### src/rtl/pkt_crc_pkg.sv
package pkt_crc_pkg;

   // sequencer of the insert path: pass data, then high and low CRC beat
   typedef enum logic [1:0] {
      INS_PASS = 2'd0,
      INS_HI   = 2'd1,
      INS_LO   = 2'd2
   } ins_state_t;

   // block variants picked at elaboration
   typedef enum bit {
      MODE_INSERT = 1'b0,
      MODE_CHECK  = 1'b1
   } guard_mode_t;

endpackage

### src/rtl/pkt_crc_step.sv
// One byte of a non-reflected CRC, MSB first.
module pkt_crc_step #(
   parameter int CRC_W  = 16,
   parameter int DATA_W = 8,
   parameter logic [CRC_W-1:0] POLY = 16'h1021
) (
   input  logic [CRC_W-1:0]  crc_in,
   input  logic [DATA_W-1:0] din,
   output logic [CRC_W-1:0]  crc_out
);

   always_comb begin
      crc_out = crc_in;
      for (int k = DATA_W - 1; k >= 0; k--) begin
         if (crc_out[CRC_W-1] ^ din[k]) begin
            crc_out = {crc_out[CRC_W-2:0], 1'b0} ^ POLY;
         end else begin
            crc_out = {crc_out[CRC_W-2:0], 1'b0};
         end
      end
   end

endmodule

### src/rtl/pkt_crc_insert.sv
// Transmit side: forwards bytes, inserts intermediate and final CRC pairs.
module pkt_crc_insert
   import pkt_crc_pkg::*;
#(
   parameter int DATA_W    = 8,
   parameter int CRC_W     = 16,
   parameter logic [CRC_W-1:0] POLY = 16'h1021,
   parameter logic [CRC_W-1:0] SEED = 16'hFFFF,
   parameter int SPLIT_LEN = 80,
   parameter int TAG_BITS  = 5
) (
   input  logic              clk,
   input  logic              rst_n,
   input  logic              in_valid,
   output logic              in_ready,
   input  logic [DATA_W-1:0] in_data,
   input  logic              in_sop,
   input  logic              in_eop,
   output logic              out_valid,
   output logic [DATA_W-1:0] out_data,
   output logic              out_sop,
   output logic              out_eop
);

   localparam int CNT_W = $clog2(SPLIT_LEN + 1);
   localparam logic [CNT_W-1:0] SPLIT_LAST = CNT_W'(SPLIT_LEN - 1);
   localparam logic [CNT_W-1:0] SPLIT_SAT  = CNT_W'(SPLIT_LEN);
   localparam logic [DATA_W-1:0] KEEP_MASK = DATA_W'((1 << (DATA_W - TAG_BITS)) - 1);

   ins_state_t        state_q;
   logic [CRC_W-1:0]  crc_q;
   logic [DATA_W-1:0] lo_q;
   logic [CNT_W-1:0]  cnt_q;
   logic              fin_q;

   logic              take;
   logic [CNT_W-1:0]  idx;
   logic [DATA_W-1:0] byte_in;
   logic [DATA_W-1:0] step_din;
   logic [CRC_W-1:0]  step_cin;
   logic [CRC_W-1:0]  step_out;

   assign in_ready = (state_q == INS_PASS);
   assign take     = in_valid && in_ready;
   assign idx      = in_sop ? '0 : cnt_q;
   assign byte_in  = in_sop ? (in_data & KEEP_MASK) : in_data;

   always_comb begin
      unique case (state_q)
         INS_HI:  step_din = crc_q[CRC_W-1 -: DATA_W];
         INS_LO:  step_din = lo_q;
         default: step_din = byte_in;
      endcase
      step_cin = ((state_q == INS_PASS) && in_sop) ? SEED : crc_q;
   end

   pkt_crc_step #(
      .CRC_W (CRC_W),
      .DATA_W(DATA_W),
      .POLY  (POLY)
   ) i_step (
      .crc_in (step_cin),
      .din    (step_din),
      .crc_out(step_out)
   );

   always_ff @(posedge clk) begin
      if (!rst_n) begin
         state_q   <= INS_PASS;
         crc_q     <= SEED;
         lo_q      <= '0;
         cnt_q     <= '0;
         fin_q     <= 1'b0;
         out_valid <= 1'b0;
         out_data  <= '0;
         out_sop   <= 1'b0;
         out_eop   <= 1'b0;
      end else begin
         unique case (state_q)
            INS_PASS: begin
               out_valid <= take;
               out_sop   <= take && in_sop;
               out_eop   <= 1'b0;
               if (take) begin
                  out_data <= in_data;
                  crc_q    <= step_out;
                  cnt_q    <= (idx == SPLIT_SAT) ? idx : idx + 1'b1;
                  if (in_eop) begin
                     state_q <= INS_HI;
                     fin_q   <= 1'b1;
                  end else if (idx == SPLIT_LAST) begin
                     state_q <= INS_HI;
                     fin_q   <= 1'b0;
                  end
               end
            end
            INS_HI: begin
               out_valid <= 1'b1;
               out_sop   <= 1'b0;
               out_eop   <= 1'b0;
               out_data  <= crc_q[CRC_W-1 -: DATA_W];
               lo_q      <= crc_q[DATA_W-1:0];
               crc_q     <= step_out;
               state_q   <= INS_LO;
            end
            INS_LO: begin
               out_valid <= 1'b1;
               out_sop   <= 1'b0;
               out_eop   <= fin_q;
               out_data  <= lo_q;
               crc_q     <= step_out;
               state_q   <= INS_PASS;
            end
            default: state_q <= INS_PASS;
         endcase
      end
   end

endmodule

### src/rtl/pkt_crc_verify.sv
// Receive side: running residue must be zero after the intermediate pair and at the end.
module pkt_crc_verify #(
   parameter int DATA_W    = 8,
   parameter int CRC_W     = 16,
   parameter logic [CRC_W-1:0] POLY = 16'h1021,
   parameter logic [CRC_W-1:0] SEED = 16'hFFFF,
   parameter int SPLIT_LEN = 80,
   parameter int TAG_BITS  = 5,
   parameter int MIN_LEN   = 4
) (
   input  logic              clk,
   input  logic              rst_n,
   input  logic              in_valid,
   input  logic [DATA_W-1:0] in_data,
   input  logic              in_sop,
   input  logic              in_eop,
   output logic              res_valid,
   output logic              res_pass
);

   localparam int CNT_W = $clog2(SPLIT_LEN + MIN_LEN + 4);
   localparam logic [CNT_W-1:0] CNT_TOP   = '1;
   localparam logic [CNT_W-1:0] MID_CHECK = CNT_W'(SPLIT_LEN + 1);
   localparam logic [CNT_W-1:0] SHORT_LIM = CNT_W'(MIN_LEN - 1);
   localparam logic [DATA_W-1:0] KEEP_MASK = DATA_W'((1 << (DATA_W - TAG_BITS)) - 1);

   logic [CRC_W-1:0]  crc_q;
   logic [CNT_W-1:0]  cnt_q;
   logic              bad_q;

   logic [CNT_W-1:0]  idx;
   logic [DATA_W-1:0] byte_in;
   logic [CRC_W-1:0]  crc_cin;
   logic [CRC_W-1:0]  crc_nx;
   logic              mid_bad;
   logic              bad_nx;
   logic              short_pkt;

   assign idx       = in_sop ? '0 : cnt_q;
   assign byte_in   = in_sop ? (in_data & KEEP_MASK) : in_data;
   assign crc_cin   = in_sop ? SEED : crc_q;
   assign mid_bad   = (idx == MID_CHECK) && (crc_nx != '0);
   assign bad_nx    = (in_sop ? 1'b0 : bad_q) | mid_bad;
   assign short_pkt = (idx < SHORT_LIM);

   pkt_crc_step #(
      .CRC_W (CRC_W),
      .DATA_W(DATA_W),
      .POLY  (POLY)
   ) i_step (
      .crc_in (crc_cin),
      .din    (byte_in),
      .crc_out(crc_nx)
   );

   always_ff @(posedge clk) begin
      if (!rst_n) begin
         crc_q     <= SEED;
         cnt_q     <= '0;
         bad_q     <= 1'b0;
         res_valid <= 1'b0;
         res_pass  <= 1'b0;
      end else begin
         res_valid <= in_valid && in_eop;
         if (in_valid) begin
            crc_q <= crc_nx;
            cnt_q <= (idx == CNT_TOP) ? idx : idx + 1'b1;
            bad_q <= bad_nx;
            if (in_eop) begin
               res_pass <= !bad_nx && (crc_nx == '0) && !short_pkt;
            end
         end
      end
   end

endmodule

### src/rtl/pkt_crc_guard.sv
// Top: selects the insert or the check variant at elaboration.
module pkt_crc_guard
   import pkt_crc_pkg::*;
#(
   parameter bit CHECK_MODE = 1'b0,
   parameter int DATA_W     = 8,
   parameter int CRC_W      = 16,
   parameter logic [CRC_W-1:0] POLY = 16'h1021,
   parameter logic [CRC_W-1:0] SEED = 16'hFFFF,
   parameter int SPLIT_LEN  = 80,
   parameter int TAG_BITS   = 5,
   parameter int MIN_LEN    = 4
) (
   input  logic              clk,
   input  logic              rst_n,
   input  logic              in_valid,
   output logic              in_ready,
   input  logic [DATA_W-1:0] in_data,
   input  logic              in_sop,
   input  logic              in_eop,
   output logic              out_valid,
   output logic [DATA_W-1:0] out_data,
   output logic              out_sop,
   output logic              out_eop,
   output logic              res_valid,
   output logic              res_pass
);

   localparam guard_mode_t MODE = guard_mode_t'(CHECK_MODE);

   // parameter sanity, resolved at elaboration
   if (CRC_W != 2 * DATA_W) begin : g_bad_width
      $error("CRC width must be two data bytes");
   end
   if (TAG_BITS < 0 || TAG_BITS >= DATA_W) begin : g_bad_tag
      $error("tag field must fit inside the first byte");
   end
   if (SPLIT_LEN < 2) begin : g_bad_split
      $error("intermediate boundary too small");
   end
   if (MIN_LEN < 3) begin : g_bad_min
      $error("minimum length must exceed the CRC pair");
   end

   if (MODE == MODE_INSERT) begin : g_insert
      pkt_crc_insert #(
         .DATA_W   (DATA_W),
         .CRC_W    (CRC_W),
         .POLY     (POLY),
         .SEED     (SEED),
         .SPLIT_LEN(SPLIT_LEN),
         .TAG_BITS (TAG_BITS)
      ) i_insert (
         .clk      (clk),
         .rst_n    (rst_n),
         .in_valid (in_valid),
         .in_ready (in_ready),
         .in_data  (in_data),
         .in_sop   (in_sop),
         .in_eop   (in_eop),
         .out_valid(out_valid),
         .out_data (out_data),
         .out_sop  (out_sop),
         .out_eop  (out_eop)
      );
      assign res_valid = 1'b0;
      assign res_pass  = 1'b0;
   end else begin : g_check
      pkt_crc_verify #(
         .DATA_W   (DATA_W),
         .CRC_W    (CRC_W),
         .POLY     (POLY),
         .SEED     (SEED),
         .SPLIT_LEN(SPLIT_LEN),
         .TAG_BITS (TAG_BITS),
         .MIN_LEN  (MIN_LEN)
      ) i_verify (
         .clk      (clk),
         .rst_n    (rst_n),
         .in_valid (in_valid),
         .in_data  (in_data),
         .in_sop   (in_sop),
         .in_eop   (in_eop),
         .res_valid(res_valid),
         .res_pass (res_pass)
      );
      assign in_ready  = 1'b1;
      assign out_valid = 1'b0;
      assign out_data  = '0;
      assign out_sop   = 1'b0;
      assign out_eop   = 1'b0;
   end

endmodule

### config.mk
export PLATFORM = sky130hd
export DESIGN_NAME = pkt_crc_guard
export DESIGN_NICKNAME = d
export VERILOG_FILES = /design/src/rtl/pkt_crc_pkg.sv /design/src/rtl/pkt_crc_step.sv /design/src/rtl/pkt_crc_insert.sv /design/src/rtl/pkt_crc_verify.sv /design/src/rtl/pkt_crc_guard.sv
export SDC_FILE = /design/constraint.sdc
export NUM_CORES = 1
export LEC_CHECK = 0
export BUFFER_PORTS_ARGS = -buffer_cell sky130_fd_sc_hd__clkbuf_2
export CORE_ASPECT_RATIO = 1.2
export CORE_UTILIZATION = 60
export DETAILED_ROUTE_END_ITERATION = 10
export PLACE_DENSITY = 0.84
export SLEW_MARGIN = 10
export SYNTH_ARGS = -nofsm -noshare
export SYNTH_HDL_FRONTEND = slang
export SYNTH_SLANG_ARGS = --single-unit
### constraint.sdc
create_clock -name clk -period 5.43 [get_ports clk]
set_clock_uncertainty 0.2 [all_clocks]
set_input_delay 0.543 -clock clk [delete_from_list [all_inputs] [get_ports clk]]
set_output_delay 0.543 -clock clk [all_outputs]
set_load 0.05 [all_outputs]
== Word level (Yosys, flattened, before mapping) ==
Cells that the tools add are included.
Operators by class
  add/sub/neg operators: 1
  $mul: 0
  div/mod/pow operators: 0
  magnitude comparators: 0
  eq/ne operators: 6
  shift-type cells: 0
  muxes and demuxes: 26
  bitwise logic cells: 16
  reduce and logical (&&, ||, !) cells: 15
Operators with widths (number)
  $mux W13: 8
  $mux W16: 2
  $pmux W16 S2: 1
  $not A3 Y3: 8
  $pmux W8 S3: 1
  $mux W8: 2
  $pmux W8 S2: 1
  $eq A7 B7 Y1 const B: 2
  $mux W7: 2
  $reduce_and A2 Y1: 4
  $xor A1 B1 Y1: 8
  $add A7 B1 Y7 const B: 1
  $mux W2: 3
  $pmux W1 S2: 3
  $reduce_bool A2 Y1: 3
  $pmux W2 S2: 1
  $reduce_or A2 Y1: 2
  $logic_and A1 B1 Y1: 3
  $ne A3 B3 Y1 const B: 1
  $reduce_and A3 Y1: 1
  $reduce_bool A3 Y1: 1
  $eq A2 B1 Y1 const B: 1
  $eq A2 B2 Y1 const B: 1
  $logic_not A2 Y1: 1
  2 further kinds: 3
Storage, ports and cells
  bits in registers: 45
  latch bits: 0
  RAM bits: 0
  memory bits (read-only): 0
  input port bits: 13
  output and inout port bits: 14
  word-level logic and storage cells: 73
  memories kept: 0

== Logic depth before layout (Yosys ltp) ==
Gate-level depths: netlist (run 1).
  depth in word-level cells: 21
  mapped depth: 10
  gate-level depth less buffers: 9

== Modules after synthesis ==
Synthesis (run 1) repeated with hierarchy kept, for this count alone.
Second synthesis, totals
  cell total of the unflattened synthesis: 296
  area total of the unflattened synthesis: 2595.0 µm²
Modules (own cells, without submodules)
  pkt_crc_insert: times used 1, cells each 268, area an instance 2188.3 µm², sequential area each 900.9 µm²
  pkt_crc_step: times used 1, cells each 25, area an instance 387.9 µm², sequential area each 0.0 µm²
  pkt_crc_guard: times used 1, cells each 3, area an instance 18.8 µm², sequential area each 0.0 µm²

== Worst setup path after synthesis (run 1) ==
No wires, ideal clock.
  path type: register -> register
  from: reg g_insert.i_insert.state_q[0]
  to: reg g_insert.i_insert.crc_q[5]
  setup time: 0.129 ns
  data arrival time: 2.184 ns
  data required time: 5.101 ns
  slack: 2.916 ns
  cell stages (with the launch flop): 10
  path buffers: 1
  clock period less this slack: 2.514 ns
  cell sequence: dfxtp_1 inv_1 ha_1 and2_1 buf_4 nor2_1 mux2_1 a31oi_2 nor4b_1 a211oi_1
On the way
  longest elaborated chain between the ends: 13
  elaborated cells on any way between the ends: 26
  those cells by class: 3 x eq/ne; 12 x mux; 5 x bitwise; 6 x reduce/logical
RTL lines
  start, declared: RTL line pkt_crc_insert.sv:30  | ins_state_t state_q;
  start signal, assigned: RTL line pkt_crc_insert.sv:69  | state_q <= INS_PASS;
  start signal, assigned: RTL line pkt_crc_insert.sv:89  | state_q <= INS_HI;
  start signal, assigned: RTL line pkt_crc_insert.sv:92  | state_q <= INS_HI;
  $logic_not A2 Y1 *: RTL line pkt_crc_insert.sv:43  | assign in_ready = (state_q == INS_PASS);
  via in_ready: RTL line pkt_crc_guard.sv:17  | output logic in_ready,
  $logic_and A1 B1 Y1: RTL line pkt_crc_insert.sv:54  | step_cin = ((state_q == INS_PASS) && in_sop) ? SEED : crc_q;
  $mux W16: RTL line pkt_crc_insert.sv:54
  $xor A1 B1 Y1: RTL line pkt_crc_step.sv:15  | if (crc_out[CRC_W-1] ^ din[k]) begin
  $mux W13 (5 in a row): RTL line pkt_crc_step.sv:15
  $not A3 Y3 (no source line)
  $mux W13: RTL line pkt_crc_step.sv:15
  $mux W16: RTL line pkt_crc_insert.sv:84  | if (take) begin
  $pmux W16 S2: RTL line pkt_crc_insert.sv:79  | unique case (state_q)
  end signal, assigned: RTL line pkt_crc_insert.sv:86  | crc_q <= step_out;
  end signal, assigned: RTL line pkt_crc_insert.sv:103  | crc_q <= step_out;
  end signal, assigned: RTL line pkt_crc_insert.sv:111  | crc_q <= step_out;
  end, declared: RTL line pkt_crc_insert.sv:31  | logic [CRC_W-1:0] crc_q;
Mark *: on every way through the listed nets, which the timed path passes. The rest lies on a longest branch. The select of a mux whose other input is x is not followed.
A chain may end at the register's enable or synchronous reset.

== Final worst setup path (run 1) ==
  from: reg g_insert.i_insert.state_q[0]
  to: reg g_insert.i_insert.crc_q[5]
On the way
  longest elaborated chain between the ends: 13
  elaborated cells on any way between the ends: 26
  those cells by class: 3 x eq/ne; 12 x mux; 5 x bitwise; 6 x reduce/logical
RTL lines
  branches (longest 13 deep; another with $mux W16)
Several ways; the timed one is not identified. The select of a mux whose other input is x is not followed.

==> metrics.md, run 1 <==
| Metric | Value |
|---|---|
| Slowest-stage cell, CP | `ha_1` |
| Top Layer Used | `met4` |
| DRT antenna net count | `0` |
| Reg2reg setup slack | `2.23 ns` |
| Drt drc | `0` |
| Gr ovfl total | `0` |
| Register area | `901 um^2` |
| Post-Route Setup TNS | `0 ns` |
| Maximum clock insertion buffer count | `2` |
| TritonCTS clock tree | `built` |
| Finish-stage setup viols | `0` |
| Nets | `332` |
| Core box area | `4230 um^2` |
| Main area contributors after synthesis | `dfxtp_1, mux2i_1, nand2_1` |
| Layout cells sized above 1 | `16.1%` |
| Post-Syn Area | `2630 um^2` |
| CTS buffer count | `5` |
| Final setup margin | `2.23 ns` |
| WP data required | `5.40 ns` |
| GP Congestion | `0.785` |
| P_sw | `648 uW` |
| Wl on met1 | `2420 um` |
| DP HPWL | `3670 um` |
| Mean Syn Cell Area | `8.81 um^2` |
| Hold WC Path Type | `reg -> reg` |
| Clock Power Share | `16.1%` |
| Post-synth EDFFs | `0` |
| Met3 Wirelength | `285 um` |
| Flops & latches, synth | `45` |
| Status | `finished clean` |
| PD cells | `543 nW/um^2` |
| N_diodes | `0` |
| Crit. End Element | `flop` |
| # IOs | `27` |
| CP startpoint kind | `flop` |
| WHS Path Cells | `2` |
| P_int | `882 uW` |
| Yosys warning total | `0` |
| Root buf cell | `clkbuf_8` |
| Leading area contributor after synthesis | `dfxtp_1` |
| Fin crit share | `58.9%` |
| PortBufs | `24` |
| Reg2Reg Depth | `8` |
| Pin count of the biggest net entering global routing | `51` |
| Register area share after synthesis | `34.3%` |
| Max H-tree Level | `2` |
| First-pass GRT wire length | `8780 um` |
| Routed WL per cell | `14.8 um` |
| Vias per cell | `5.85` |
| Pre-antenna DRT Iters | `5` |
| Gate power share | `51.9%` |
| CP max stage delay | `0.83 ns` |
| Distinct cells, synth | `60` |
| CP max FO | `23` |
| Die X | `62.4 um` |
| Cts repair resizes | `0` |
| Leak | `1.15 nW` |
| Worst slew pin tran | `0.939 ns` |
| Final hold violation count | `0` |
| CTS sink count | `45` |
| Hold Buf Count CTS | `0` |
| Register share of total power | `32.0%` |
| WS Path Type | `reg -> reg` |
| R2r endpoint | `g_insert.i_insert.crc_q[5]` |
| Sw frac | `42.4%` |
| RSZ-0062 raised after global routing | `no` |
| Max VDD drop | `0.355 mV` |
| CP cell instances | `inv_1 -> ha_1 -> nor2_1 -> a22oi_2 -> mux2_1 -> a31oi_2 -> nor4b_1 -> a211oi_1` |
| Worst-case hold path end point | `g_insert.i_insert.fin_q` |
| Clk pin slew, worst setup/hold paths | `0.08 ns` |
| Via count of the routed design | `2147` |
| Fin. max-slew vios | `0` |
| GR Util All Layers | `24.5%` |
| Die height | `74.5 um` |
| Fraction of registers with async set/reset | `0%` |
| Initial Util | `62.1%` |
| Critical hold path startpoint | `g_insert.i_insert.fin_q` |
| DR WL met2 | `2650 um` |
| Die ar. | `4650 um^2` |
| Critical path arrival | `3.16 ns` |
| Slew HR | `37.4%` |
| Clk_lat worst skew | `0.30 ns` |
| Placement Setup Slack | `2.34 ns` |
| Max-Cap Viols | `0` |
| Cell count after synthesis | `298` |
| Postcts setup bufs | `0` |
| Synth-to-Final Area Change | `7.38%` |
| Area occupied by multi-input gates | `1580 um^2` |
| Synth top area share | `34.3%` |
| DRT Wirelength | `5450 um` |
| Vias in the first global route | `1914` |
| Maximum clock rate | `0.313 GHz` |
| 1st-iter DRT viols | `109` |
| Initial antenna violation count | `0` |
| Rows | `26` |
| Worst R2R Start | `g_insert.i_insert.state_q[0]` |
| Prevailing post-synth register cell | `dfxtp_1` |
| Tmin final | `3.20 ns` |
| Filler cells | `352` |
kinds of logic after synthesis:
logic type,synth area share [%]
buffers and inverters,5.81
adders and majority gates,3.81
xor gates and xnor gates,8.58
muxes,6.91
and+or+nand+nor,20.4
AOI/OAI and AO/OA,20.0
DFF,34.3
other,0.143
through the flow:
stage	cell area (um^2)	power, mW	hold slack, ns	utilization [%]	cells
3_3_place_gp	2720	1.26	0.243	64.2	360
3_5_place_dp	2720	1.28	0.251	64.2	360
4_1_cts	2820	1.53	0.276	66.7	367
6_report	2820	1.53	0.283	66.7	367
2_1_floorplan	2630	1.15	0.231	-	299
5_1_grt	2820	1.63	0.292	66.7	367
power groups by stage:
stage	Clock [mW]	Sequential [mW]	Combinational, mW
5_1_grt	0.263	0.498	0.869
3_3_place_gp	0	0.490	0.771
6_report	0.246	0.489	0.795
4_1_cts	0.248	0.487	0.793
2_1_floorplan	0	0.547	0.605
3_5_place_dp	0	0.494	0.786
flip-flops by register name, summed over array words and instances (netlist names):
signal                       flops
g_insert.i_insert.cnt_q          7
g_insert.i_insert.out_eop        1
g_insert.i_insert.lo_q           8
g_insert.i_insert.out_sop        1
g_insert.i_insert.out_data       8
g_insert.i_insert.fin_q          1
g_insert.i_insert.crc_q         16
g_insert.i_insert.state_q        2
g_insert.i_insert.out_valid      1
cell usage after synthesis (2+ instances only):
cell type,instances
nand2b_1,2
a21oi_1,9
dfxtp_1,45
nand4_1,2
inv_1,11
o211ai_1,9
and2_1,7
buf_6,2
buf_2,5
buf_4,4
nor3_1,6
a22oi_1,3
o21ai_1,9
mux2i_1,17
nand3_1,2
a21boi_1,2
a22o_1,3
a21boi_0,2
clkbuf_1,9
nand2_1,31
a22oi_2,2
a31oi_1,4
xor2_1,5
ha_1,8
xnor2_2,2
a22o_2,2
xnor2_1,9
nor2b_1,15
xor3_1,2
nor2_1,29
o211a_1,2
o21ai_0,10
critical path, delay by kind of cell, from the launching register on:
kind	cells	cell delay, ns
mux	1	0.35
flops	1	0.41
fa+ha+maj	1	0.83
compound gates	3	0.56
simple gates	2	0.61
buf+inv	1	0.11
cell type report:
cell class | instances | area share, %
clock inverters | 2 | 1.24
well taps | 56 | 2.48
clock buffers | 5 | 2.44
flip-flops and latches | 45 | 31.9
multi-input cells | 223 | 55.9
inverters | 11 | 1.46
repair buffers | 25 | 4.53
how the worst max path moves through the flow:
stage                                             from                    endpoint  slack, ns
after floorplan           g_insert.i_insert.state_q[0]  g_insert.i_insert.crc_q[5]       2.92
after global placement    g_insert.i_insert.state_q[0]  g_insert.i_insert.crc_q[5]       2.47
after detailed placement  g_insert.i_insert.state_q[0]  g_insert.i_insert.crc_q[5]       2.34
after CTS                 g_insert.i_insert.state_q[0]  g_insert.i_insert.crc_q[5]       2.28
after global routing      g_insert.i_insert.state_q[0]  g_insert.i_insert.crc_q[5]       2.08
final                     g_insert.i_insert.state_q[0]  g_insert.i_insert.crc_q[5]       2.23
cell usage in the layout (no fill, tap or decap), types with 2 or more instances in the layout:
cell type  count
and2_1         7
nor2_1        29
nand2b_1       2
o211ai_1       9
conb_1         2
a22oi_1        3
xnor2_2        2
nand4_1        2
xnor2_1        9
a22o_2         2
nand3_1        2
o211a_1        2
clkbuf_2      24
dfxtp_1       45
a21boi_1       2
a31oi_1        4
mux2i_1       17
o21ai_0       10
xor3_1         2
clkbuf_8       5
a22oi_2        2
xor2_1         5
ha_1           8
nor2b_1       15
inv_1         11
nand2_1       31
a22o_1         3
o21ai_1        9
a21oi_1        9
nor3_1         6
a21boi_0       2
routing by layer:
| metal | vias up | global-route usage (%) |
|---|---|---|
| met5 | - | 0 |
| met4 | 0 | 7.75 |
| met3 | 10 | 5.83 |
| met2 | 78 | 45.4 |
| met1 | 1003 | 28.3 |
| li1 | 1056 | - |
Power figures use the tool's default switching activity.
==> inputs of run 2 (changes only) <==
--- a/config.mk
+++ b/config.mk
@@ -7,9 +7,9 @@
 export LEC_CHECK = 0
 export BUFFER_PORTS_ARGS = -buffer_cell sky130_fd_sc_hd__clkbuf_2
 export CORE_ASPECT_RATIO = 1.2
-export CORE_UTILIZATION = 60
+export CORE_UTILIZATION = 59
 export DETAILED_ROUTE_END_ITERATION = 10
-export PLACE_DENSITY = 0.84
+export PLACE_DENSITY = 0.83
 export SLEW_MARGIN = 10
 export SYNTH_ARGS = -nofsm -noshare
 export SYNTH_HDL_FRONTEND = slang
==> constraint.sdc (replaced) <==
create_clock -name clk -period 3.1 [get_ports clk]
set_clock_uncertainty 0.2 [all_clocks]
set_input_delay 0.31 -clock clk [delete_from_list [all_inputs] [get_ports clk]]
set_output_delay 0.31 -clock clk [all_outputs]
set_load 0.05 [all_outputs]
==> metrics.md, run 2 (synthesized netlist as in run 1, its figures left out) <==
| Metric | Value |
|---|---|
| Cell Count, Final, Fillers Out | `372 (+1.4%)` |
| Status | `finished clean` |
| Dpl cell area | `2760 um^2 (+1.6%)` |
| Max H-tree Level | `2 (unchanged)` |
| WP data required | `3.12 ns (-2.28 ns)` |
| Reg2Reg Depth | `9 (+1)` |
| GP Congestion | `0.808 (+2.9%)` |
| Finished Core Util | `66.7% (about the same)` |
| Cts repair resizes | `0 (unchanged)` |
| DRT antenna net count | `0 (unchanged)` |
| Layout cells sized above 1 | `16.8% (+0.69 points)` |
| Max FFs per register | `16 (unchanged)` |
| DRT Wirelength | `5560 um (+2.1%)` |
| CP startpoint kind | `flop` |
| Routed WL per cell | `15.0 um (+0.76%)` |
| Max-Cap Viols | `0 (unchanged)` |
| Fin. max-slew vios | `0 (unchanged)` |
| Finish-stage setup viols | `0 (unchanged)` |
| Critical path arrival | `2.82 ns (-0.34 ns)` |
| Most frequent cells in the layout | `dfxtp_1, nand2_1, nor2_1, clkbuf_2, mux2i_1` |
| Nets | `336 (+1.2%)` |
| Die ar. | `4720 um^2 (+1.6%)` |
| WHS | `0.0634 ns (-0.219 ns)` |
| Crit. End Element | `flop` |
| Worst slew pin tran | `0.905 ns (-0.0335 ns)` |
| Initial Util | `61.6% (-0.47 points)` |
| Fin crit share | `90.4% (+31 points)` |
| Final setup margin | `0.298 ns (-1.93 ns)` |
| Largest regs | `g_insert.i_insert.crc_q (16), g_insert.i_insert.lo_q (8), g_insert.i_insert.out_data (8)` |
| Hold WC Path Type | `in -> reg` |
| CP max FO | `9 (-61%)` |
| # IOs | `27 (unchanged)` |
| RSZ-0062 raised after global routing | `no` |
| Hold Buf Count CTS | `0 (unchanged)` |
| CTS buffer count | `5 (unchanged)` |
| CP cell instances | `inv_1 -> ha_1 -> buf_4 -> a22o_1 -> and2_4 -> a211oi_4 -> a21oi_1 -> or2_1 -> a211oi_1` |
| Most common cell after layout, fill and taps aside | `dfxtp_1` |
| Maximum clock rate | `0.357 GHz (+14%)` |
| Filler cells | `372 (+5.7%)` |
| 1st-iter DRT viols | `158 (+45%)` |
| N_diodes | `0 (unchanged)` |
| Post-Layout Inst Area | `2840 um^2 (+0.80%)` |
| Initial antenna violation count | `0 (unchanged)` |
| Overall power consumption | `2.63 mW (+72%)` |
| Synth-to-Final Area Change | `8.24%` |
| Slowest-stage cell, CP | `dfxtp_1` |
| Root buf cell | `clkbuf_8` |
| Placed cells | `364 (+1.1%)` |
| CP bufs+invs | `2 (+1)` |
| Tmin final | `2.80 ns (-0.398 ns)` |
| Final hold violation count | `0 (unchanged)` |
| WS Path Type | `reg -> reg` |
| Clk_lat worst skew | `0.30 ns (about the same)` |
| First-pass GRT wire length | `9350 um (+6.5%)` |
| Pin count of the biggest net entering global routing | `51 (unchanged)` |
| Leak | `1.16 nW (+0.71%)` |
| Gr ovfl total | `0 (unchanged)` |
| Postcts setup bufs | `0 (unchanged)` |
| CTS sink count | `45 (unchanged)` |
| PD cells | `926 nW/um^2 (+71%)` |
| Pre-antenna DRT Iters | `4 (-1)` |
| Max VDD drop | `0.543 mV (+53%)` |
| Die X | `62.9 um (+0.82%)` |
| WP depth | `9 (+1)` |
| Vias in the first global route | `2017 (+5.4%)` |
| Clk pin slew, worst setup/hold paths | `0.09 ns (about the same)` |
| Core box area | `4260 um^2 (+0.77%)` |
| CP top delay family | `compound AO/OA/AOI/OAI gates` |
| Reg with most FFs | `g_insert.i_insert.crc_q` |
| TritonCTS clock tree | `built` |
| Placement Setup Slack | `0.380 ns (-1.96 ns)` |
| Area occupied by multi-input gates | `1580 um^2 (unchanged)` |
| Die height | `75.1 um (+0.82%)` |
| Slew HR | `39.6% (+2.2 points)` |
| WHS Path Cells | `3 (+1)` |
| Drt drc | `0 (unchanged)` |
| Vias per cell | `5.81 (-0.65%)` |
| Rows | `26 (unchanged)` |
| GR Util All Layers | `25.3% (+0.76 points)` |
| Maximum clock insertion buffer count | `2 (unchanged)` |
| DP HPWL | `3900 um (+6.1%)` |
| Post-Route Setup TNS | `0 ns (unchanged)` |
| Register area | `901 um^2 (unchanged)` |
| CP max stage delay | `0.41 ns (-0.42 ns)` |
| PortBufs | `24 (unchanged)` |
| Via count of the routed design | `2162 (+0.70%)` |
-- run 2: cell types whose count changed in the layout (fill, tap and decap cells not counted), sizes merged --
cell / before / now
clkbuf: 29 / 31
clkinv: 1 / 0
bufinv: 1 / 0
clkinvlp: 0 / 1
buf: 1 / 5
-- run 2: cell type report --
type	instances	share of cell area, %
multi-input combinational	223	55.5
clock buffer	7	2.68
inverter	11	1.45
clock inverter	1	0.264
sequential	45	31.7
tap	56	2.46
timing repair buffer	29	5.99
-- run 2: final timing paths --
path | startpoint | to | slack [ns]
min | in_eop | g_insert.i_insert.fin_q | 0.06
max reg2reg | g_insert.i_insert.state_q[1] | g_insert.i_insert.crc_q[5] | 0.30
min reg2reg | g_insert.i_insert.cnt_q[0] | g_insert.i_insert.cnt_q[0] | 0.27
max | g_insert.i_insert.state_q[1] | g_insert.i_insert.crc_q[5] | 0.30
-- run 2: where the power goes --
group          switching, mW  total (mW)  internal (mW)  leakage, nW
logic                  0.817        1.42          0.599        0.750
clock network          0.200       0.359          0.160       0.0385
registers              0.118       0.856          0.738        0.371
-- run 2: metal layers --
metal	vias to the layer above	wire length (um)	global-route usage [%]
met2	51	2820	45.2
met5	-	0	0
li1	1059	-	-
met3	8	247	5.76
met4	0	84	10.6
met1	1044	2410	29.4
-- run 2: tightest hold or removal path, cell delays in order --
cell and delay (ns):
clkbuf_2 0.09, nand2_1 0.05, a21boi_0 0.07
